### config.mk
export PLATFORM = sky130hd
export DESIGN_NAME = cbr_top
export DESIGN_NICKNAME = d
export VERILOG_FILES = /design/src/rtl/cbr_pkg.sv /design/src/rtl/cbr_wr_regs.sv /design/src/rtl/cbr_result_bank.sv /design/src/rtl/cbr_rd_mux.sv /design/src/rtl/cbr_top.sv
export SDC_FILE = /design/constraint.sdc
export NUM_CORES = 1
export LEC_CHECK = 0
export BUFFER_PORTS_ARGS = -buffer_cell sky130_fd_sc_hd__buf_2
export CAP_MARGIN = 20
export CORE_UTILIZATION = 45
export DETAILED_ROUTE_END_ITERATION = 8
export PLACE_DENSITY = 0.68
export SLEW_MARGIN = 20
export SYNTH_ARGS = -nofsm -noshare
export SYNTH_HDL_FRONTEND = slang
export SYNTH_HIERARCHICAL = 1
export SYNTH_SLANG_ARGS = --single-unit
### constraint.sdc
create_clock -name clk -period 2.8 [get_ports clk]
set_clock_uncertainty 0.15 [all_clocks]
set_input_delay 0.14 -clock clk [delete_from_list [all_inputs] [get_ports clk]]
set_output_delay 0.14 -clock clk [all_outputs]
set_load 0.005 [all_outputs]
### src/rtl/cbr_pkg.sv
package cbr_pkg;

  typedef enum logic [2:0] {
    OP_NOP    = 3'd0,
    OP_PARAM  = 3'd1,
    OP_ARM    = 3'd2,
    OP_DISARM = 3'd3,
    OP_LOAD   = 3'd4,
    OP_SAVE   = 3'd5,
    OP_STEP   = 3'd6,
    OP_RSVD   = 3'd7
  } op_e;

  localparam int          ADDR_W      = 4;
  localparam int          NUM_STG     = 7;
  localparam logic [3:0]  WA_CTRL_H   = 4'd14;
  localparam logic [3:0]  WA_CTRL_L   = 4'd15;
  localparam logic [3:0]  RA_INFO_H   = 4'd0;
  localparam logic [3:0]  RA_INFO_L   = 4'd1;
  localparam logic [3:0]  RA_ERR_H    = 4'd2;
  localparam logic [3:0]  RA_ERR_L    = 4'd3;
  localparam int          RA_RES_BASE = 4;

endpackage

### src/rtl/cbr_wr_regs.sv
module cbr_wr_regs
  import cbr_pkg::*;
#(
  parameter int NUM_CNT = 5,
  parameter int REG_W   = 16,
  localparam int BYTE_W = REG_W / 2
) (
  input  logic                            clk,
  input  logic                            rst,
  input  logic                            wr_en_i,
  input  logic [ADDR_W-1:0]               addr_i,
  input  logic [BYTE_W-1:0]               wdata_i,
  output logic [NUM_STG-1:0][REG_W-1:0]   stg_o,
  output logic [NUM_CNT-1:0]              strobe_o,
  output logic [2:0]                      op_o,
  output logic [NUM_CNT-1:0]              save_sel_o
);

  logic              ctrl_hit;
  logic              exec_ok;
  op_e               op_w;
  logic [NUM_CNT-1:0] sel_w;

  // setup words: high byte at even subaddress, low byte at odd
  for (genvar g = 0; g < NUM_STG; g++) begin : g_stg
    logic hi_hit, lo_hit;
    assign hi_hit = wr_en_i && (addr_i == ADDR_W'(2 * g));
    assign lo_hit = wr_en_i && (addr_i == ADDR_W'(2 * g + 1));

    always_ff @(posedge clk) begin
      if (rst) begin
        stg_o[g] <= '0;
      end else begin
        if (hi_hit) stg_o[g][REG_W-1:BYTE_W] <= wdata_i;
        if (lo_hit) stg_o[g][BYTE_W-1:0]     <= wdata_i;
      end
    end
  end

  assign ctrl_hit = wr_en_i && (addr_i == WA_CTRL_L);
  assign op_w     = op_e'(wdata_i[BYTE_W-1:BYTE_W-3]);
  assign sel_w    = wdata_i[NUM_CNT-1:0];
  assign exec_ok  = (op_w != OP_NOP) && (op_w != OP_RSVD);

  always_ff @(posedge clk) begin
    if (rst) begin
      strobe_o <= '0;
      op_o     <= '0;
    end else if (ctrl_hit) begin
      strobe_o <= exec_ok ? sel_w : '0;
      op_o     <= op_w;
    end else begin
      strobe_o <= '0;
    end
  end

  assign save_sel_o = (ctrl_hit && op_w == OP_SAVE) ? sel_w : '0;

  AST_STROBE_ONE_CYCLE: assert property (@(posedge clk) disable iff (rst)
    !ctrl_hit |=> strobe_o == '0);

  AST_NOP_QUIET: assert property (@(posedge clk) disable iff (rst)
    (ctrl_hit && (wdata_i[BYTE_W-1:BYTE_W-3] == 3'd0 || wdata_i[BYTE_W-1:BYTE_W-3] == 3'd7))
      |=> strobe_o == '0);

  AST_CTRL_HI_IGNORED: assert property (@(posedge clk) disable iff (rst)
    (wr_en_i && addr_i == WA_CTRL_H) |=> $stable(stg_o));

endmodule

### src/rtl/cbr_result_bank.sv
module cbr_result_bank #(
  parameter int NUM_CNT = 5,
  parameter int REG_W   = 16
) (
  input  logic                            clk,
  input  logic                            rst,
  input  logic [NUM_CNT-1:0]              save_sel_i,
  input  logic [NUM_CNT-1:0][REG_W-1:0]   hold_i,
  input  logic [NUM_CNT-1:0]              snap_sel_i,
  output logic [NUM_CNT-1:0][REG_W-1:0]   res_o,
  output logic [NUM_CNT-1:0][REG_W-1:0]   snap_o
);

  for (genvar g = 0; g < NUM_CNT; g++) begin : g_ch
    always_ff @(posedge clk) begin
      if (rst) begin
        res_o[g]  <= '0;
        snap_o[g] <= '0;
      end else begin
        if (save_sel_i[g]) res_o[g]  <= hold_i[g];
        if (snap_sel_i[g]) snap_o[g] <= res_o[g];
      end
    end

    AST_RES_KEPT: assert property (@(posedge clk) disable iff (rst)
      !save_sel_i[g] |=> $stable(res_o[g]));

    AST_SNAP_WORD: assert property (@(posedge clk) disable iff (rst)
      snap_sel_i[g] |=> snap_o[g] == $past(res_o[g]));
  end

endmodule

### src/rtl/cbr_rd_mux.sv
module cbr_rd_mux
  import cbr_pkg::*;
#(
  parameter int NUM_CNT = 5,
  parameter int REG_W   = 16,
  localparam int BYTE_W = REG_W / 2
) (
  input  logic                            clk,
  input  logic                            rst,
  input  logic                            rd_en_i,
  input  logic [ADDR_W-1:0]               addr_i,
  input  logic [REG_W-1:0]                info_i,
  input  logic [REG_W-1:0]                err_i,
  input  logic [NUM_CNT-1:0][REG_W-1:0]   res_i,
  input  logic [NUM_CNT-1:0][REG_W-1:0]   snap_i,
  output logic [BYTE_W-1:0]               rdata_o,
  output logic [NUM_CNT-1:0]              snap_sel_o
);

  logic [BYTE_W-1:0] rd_next;

  always_comb begin
    rd_next    = '0;
    snap_sel_o = '0;
    unique case (addr_i)
      RA_INFO_H: rd_next = info_i[REG_W-1:BYTE_W];
      RA_INFO_L: rd_next = info_i[BYTE_W-1:0];
      RA_ERR_H:  rd_next = err_i[REG_W-1:BYTE_W];
      RA_ERR_L:  rd_next = err_i[BYTE_W-1:0];
      default: begin
        for (int c = 0; c < NUM_CNT; c++) begin
          if (addr_i == ADDR_W'(RA_RES_BASE + 2 * c)) begin
            rd_next = snap_i[c][REG_W-1:BYTE_W];
          end
          if (addr_i == ADDR_W'(RA_RES_BASE + 2 * c + 1)) begin
            rd_next       = res_i[c][BYTE_W-1:0];
            snap_sel_o[c] = rd_en_i;
          end
        end
      end
    endcase
  end

  always_ff @(posedge clk) begin
    if (rst)          rdata_o <= '0;
    else if (rd_en_i) rdata_o <= rd_next;
  end

  AST_UNUSED_READS_ZERO: assert property (@(posedge clk) disable iff (rst)
    (rd_en_i && addr_i >= 4'd14) |=> rdata_o == '0);

  AST_RDATA_HOLDS: assert property (@(posedge clk) disable iff (rst)
    !rd_en_i |=> $stable(rdata_o));

endmodule

### src/rtl/cbr_top.sv
module cbr_top
  import cbr_pkg::*;
#(
  parameter int NUM_CNT = 5,
  parameter int REG_W   = 16,
  localparam int BYTE_W = REG_W / 2
) (
  input  logic                        clk,
  input  logic                        rst,
  input  logic                        wr_en_i,
  input  logic                        rd_en_i,
  input  logic [ADDR_W-1:0]           addr_i,
  input  logic [BYTE_W-1:0]           wdata_i,
  output logic [BYTE_W-1:0]           rdata_o,
  input  logic [REG_W-1:0]            irq_info_i,
  input  logic [REG_W-1:0]            err_stat_i,
  input  logic [NUM_CNT*REG_W-1:0]    cnt_hold_i,
  output logic [REG_W-1:0]            fnum_o,
  output logic [REG_W-1:0]            int_mask_o,
  output logic [REG_W-1:0]            master_mode_o,
  output logic [REG_W-1:0]            cnt_mode_o,
  output logic [REG_W-1:0]            load_val_o,
  output logic [REG_W-1:0]            hold_val_o,
  output logic [REG_W-1:0]            alarm_val_o,
  output logic [NUM_CNT-1:0]          ch_strobe_o,
  output logic [2:0]                  ch_op_o
);

  logic [NUM_STG-1:0][REG_W-1:0] stg;
  logic [NUM_CNT-1:0][REG_W-1:0] hold_arr;
  logic [NUM_CNT-1:0][REG_W-1:0] res;
  logic [NUM_CNT-1:0][REG_W-1:0] snap;
  logic [NUM_CNT-1:0]            save_sel;
  logic [NUM_CNT-1:0]            snap_sel;

  assign hold_arr = cnt_hold_i;

  cbr_wr_regs #(.NUM_CNT(NUM_CNT), .REG_W(REG_W)) u_wr (
    .clk        (clk),
    .rst        (rst),
    .wr_en_i    (wr_en_i),
    .addr_i     (addr_i),
    .wdata_i    (wdata_i),
    .stg_o      (stg),
    .strobe_o   (ch_strobe_o),
    .op_o       (ch_op_o),
    .save_sel_o (save_sel)
  );

  cbr_result_bank #(.NUM_CNT(NUM_CNT), .REG_W(REG_W)) u_res (
    .clk        (clk),
    .rst        (rst),
    .save_sel_i (save_sel),
    .hold_i     (hold_arr),
    .snap_sel_i (snap_sel),
    .res_o      (res),
    .snap_o     (snap)
  );

  cbr_rd_mux #(.NUM_CNT(NUM_CNT), .REG_W(REG_W)) u_rd (
    .clk        (clk),
    .rst        (rst),
    .rd_en_i    (rd_en_i),
    .addr_i     (addr_i),
    .info_i     (irq_info_i),
    .err_i      (err_stat_i),
    .res_i      (res),
    .snap_i     (snap),
    .rdata_o    (rdata_o),
    .snap_sel_o (snap_sel)
  );

  assign fnum_o        = stg[0];
  assign int_mask_o    = stg[1];
  assign master_mode_o = stg[2];
  assign cnt_mode_o    = stg[3];
  assign load_val_o    = stg[4];
  assign hold_val_o    = stg[5];
  assign alarm_val_o   = stg[6];

  AST_SAVE_TAKES_HOLD: assert property (@(posedge clk) disable iff (rst)
    (wr_en_i && addr_i == WA_CTRL_L && wdata_i[7:5] == 3'd5 && wdata_i[0])
      |=> res[0] == $past(hold_arr[0]));

endmodule

==> results.toml <==
[layout]
final_util_pct = 59.2
nets = 1466
nFillCells = 2026
multi_input_area_um2 = 5110
seqCellArea_um2 = 4960
design_area_um2 = 13900
drive_gt1_share_pct = 26.2
areaGrowthSynthToFinish_pct = 28.9

[synth]
synthCells = 1014
syn_avg_cell_area_um2 = 10.7
yosysWarnings = 6
syn-cell-area_um2 = 10800
syn-num-nets = 1142

[critical_path]
cp_cell_sequence = "dlygate4sd3_1, buf_2, nand2_1, nor4_4, and2_1, buf_4, mux2i_1, nor2_1, dlygate4sd3_1"
cpPeakStageDelay_ns = 0.57
endpoint = "u_res/res_o[10]"
required_ns = 3.07
worstSetupPathType = "in2reg"
ff2ff_path_depth = 5
worst_ep_arrival_time_ns = 2.75
cp_top_family = "buffers and inverters"
setup.worst_path.start_class = "primary input"
cp.depth = 9
cp_slowest_cell = "dlygate4sd3_1"
cp_common_cell = "dlygate4sd3_1"
r2r_setup_slack_ns = 0.76
reg2reg_from = "u_wr/op_o[1]"
crit_path_end_kind = "flop"
crit_start = "addr_i[2]"
worst-path-buf-inv = 4
rr_endpoint = "u_wr/op_o[1]"
crit_fanout = 16

[sta]
timing.final.crit_share_pct = 88.6
tns_ns = 0
hold_viol_final = 0
max_freq_mhz = 403
setup_viol = 0
grt_setup_unrepaired = "false"
timing.final.ws_setup_ns = 0.320
tightest_slew_ns = 0.884
period_needed_ns = 2.48
drv_slew = 0
slew_headroom_pct = 41.1

[route]
wire_per_inst_um = 17.8
drc = 0
routed_wirelength_um = 29800
firstDrtPassIters = 5
vias_per_cell = 5.00
drt_iter0_markers = 477
ant_nets = 0
vias = 8376

[global_routing]
grt_pass1_vias = 8246
grt_pass1_wl_um = 45100
grt_overflow = 0
grtUsageTotal_pct = 23.6
grt_max_degree = 111
antenna_found_initial = 2

[cts]
tritoncts = "built"
path_clk_slew_ns = 0.06
post_cts_buffers = 0
clk_path_buf_depth = 3
numCtsBuffers = 27
cts_sinks = 248
cts_max_level = 1
clockRootBuffer = "clkbuf_16"
clk_latency_ns = 0.54

[power_and_ir_drop]
powerDensity_nw_per_um2 = 557
p_total_mw = 7.77
peakVddDrop_mv = 0.348
p_leak_nw = 6.28

[placement]
gp_congestion = 0.839
postPlaceCellArea_um2 = 11900
io_buffers = 255
dp_hpwl_um = 19900
pre_cts_ws_ns = 0.437

[floorplanning]
num_rows = 56
chipWidth_um = 157
die-area_um2 = 24700
num_io_pins = 256
core-area_um2 = 23500
start_util_pct = 45.9
fp.dieH_um = 157

[min_path]
worst_hold_path_type = "in2reg"

[outcome]
status = "finished, final reports clean"

[job]
maxCapViolCount = 0
[state kept, by name, indices dropped and copies added (netlist names)]
register	count
u_wr/strobe_o	5
u_wr/stg_o	112
u_res/res_o	80
u_rd/rdata_o	8
u_wr/op_o	3
u_res/snap_o	40
[per-stage QoR]
step | cells | hold slack, ns
2_1_floorplan | 1014 | 0.137
3_5_place_dp | 1519 | 0.230
3_3_place_gp | 1519 | 0.221
6_report | 1676 | 0.0554
4_1_cts | 1675 | 0.00238
5_1_grt | 1676 | 0.104
[layout by cell type (no fill, tap or decap), types with 3 or more instances in the layout]
cell type and instances:
mux2i_1 255, buf_2 254, dfxtp_1 248, nor2_1 134
nand2b_1 122, dlygate4sd3_1 109, clkbuf_16 27, buf_4 17
nand2_1 14, o21ai_0 14, a21oi_1 11, nand2_2 11
nor2b_1 10, mux4_2 10, o22ai_1 9, inv_1 8
and2_1 8, clkbuf_1 7, a211oi_1 7, clkbuf_8 6
nor4b_2 6, a22oi_1 6, nand3_1 5, nor3_1 5
mux2_2 5, o211ai_1 5, o21a_1 4, a2111oi_1 4
bufinv_16 3, clkinv_2 3
[layout make-up]
type / instances / share of cell area (%)
Sequential cell: 248 / 35.6
Timing Repair Buffer: 383 / 18.2
Tap cell: 319 / 2.86
Clock buffer: 40 / 5.62
Multi-Input combinational cell: 670 / 36.6
Inverter: 8 / 0.215
Clock inverter: 7 / 0.816
Antenna cell: 1 / 0.0179
[worst min-delay path: cells and delay by family]
family        cells  cell delay [ns]
buf+inv           1             0.12
simple gates      3             0.44
[metal layers]
layer | vias to the layer above | track usage [%] | routed length, um
li1 | 4093 | - | -
met4 | 2 | 6.47 | 709
met2 | 233 | 39.0 | 13800
met5 | - | 0 | 13
met1 | 4000 | 31.0 | 13400
met3 | 48 | 5.20 | 1770
[how the worst min path moves through the flow]
stage	startpoint	to	slack [ns]	cells after the start
finish	wdata_i[5]	u_wr/strobe_o[4]	0.06	4
global route	wdata_i[5]	u_wr/strobe_o[4]	0.10	4
CTS	wdata_i[5]	u_wr/strobe_o[4]	0.002	4
detailed placement	cnt_hold_i[2]	u_res/res_o[2]	0.23	3
global placement	cnt_hold_i[1]	u_res/res_o[1]	0.22	3
floorplan	cnt_hold_i[67]	u_res/res_o[67]	0.14	2
[where the power goes]
part           total, mW  internal, mW  switching, mW  leakage (nW)
combinational      0.607         0.300          0.307          3.83
sequential          3.57          3.56         0.0156          2.00
clock               3.59          2.20           1.39         0.443
total               7.77          6.06           1.72          6.28
[repair_timing]
action,4_1_cts,5_1_grt
hold buffers,109,0
hold endpoints to repair,105,0
gates resized for setup,0,1
endpoints found under the setup margin,0,8
No activity file was read; power rests on OpenSTA's default activity.
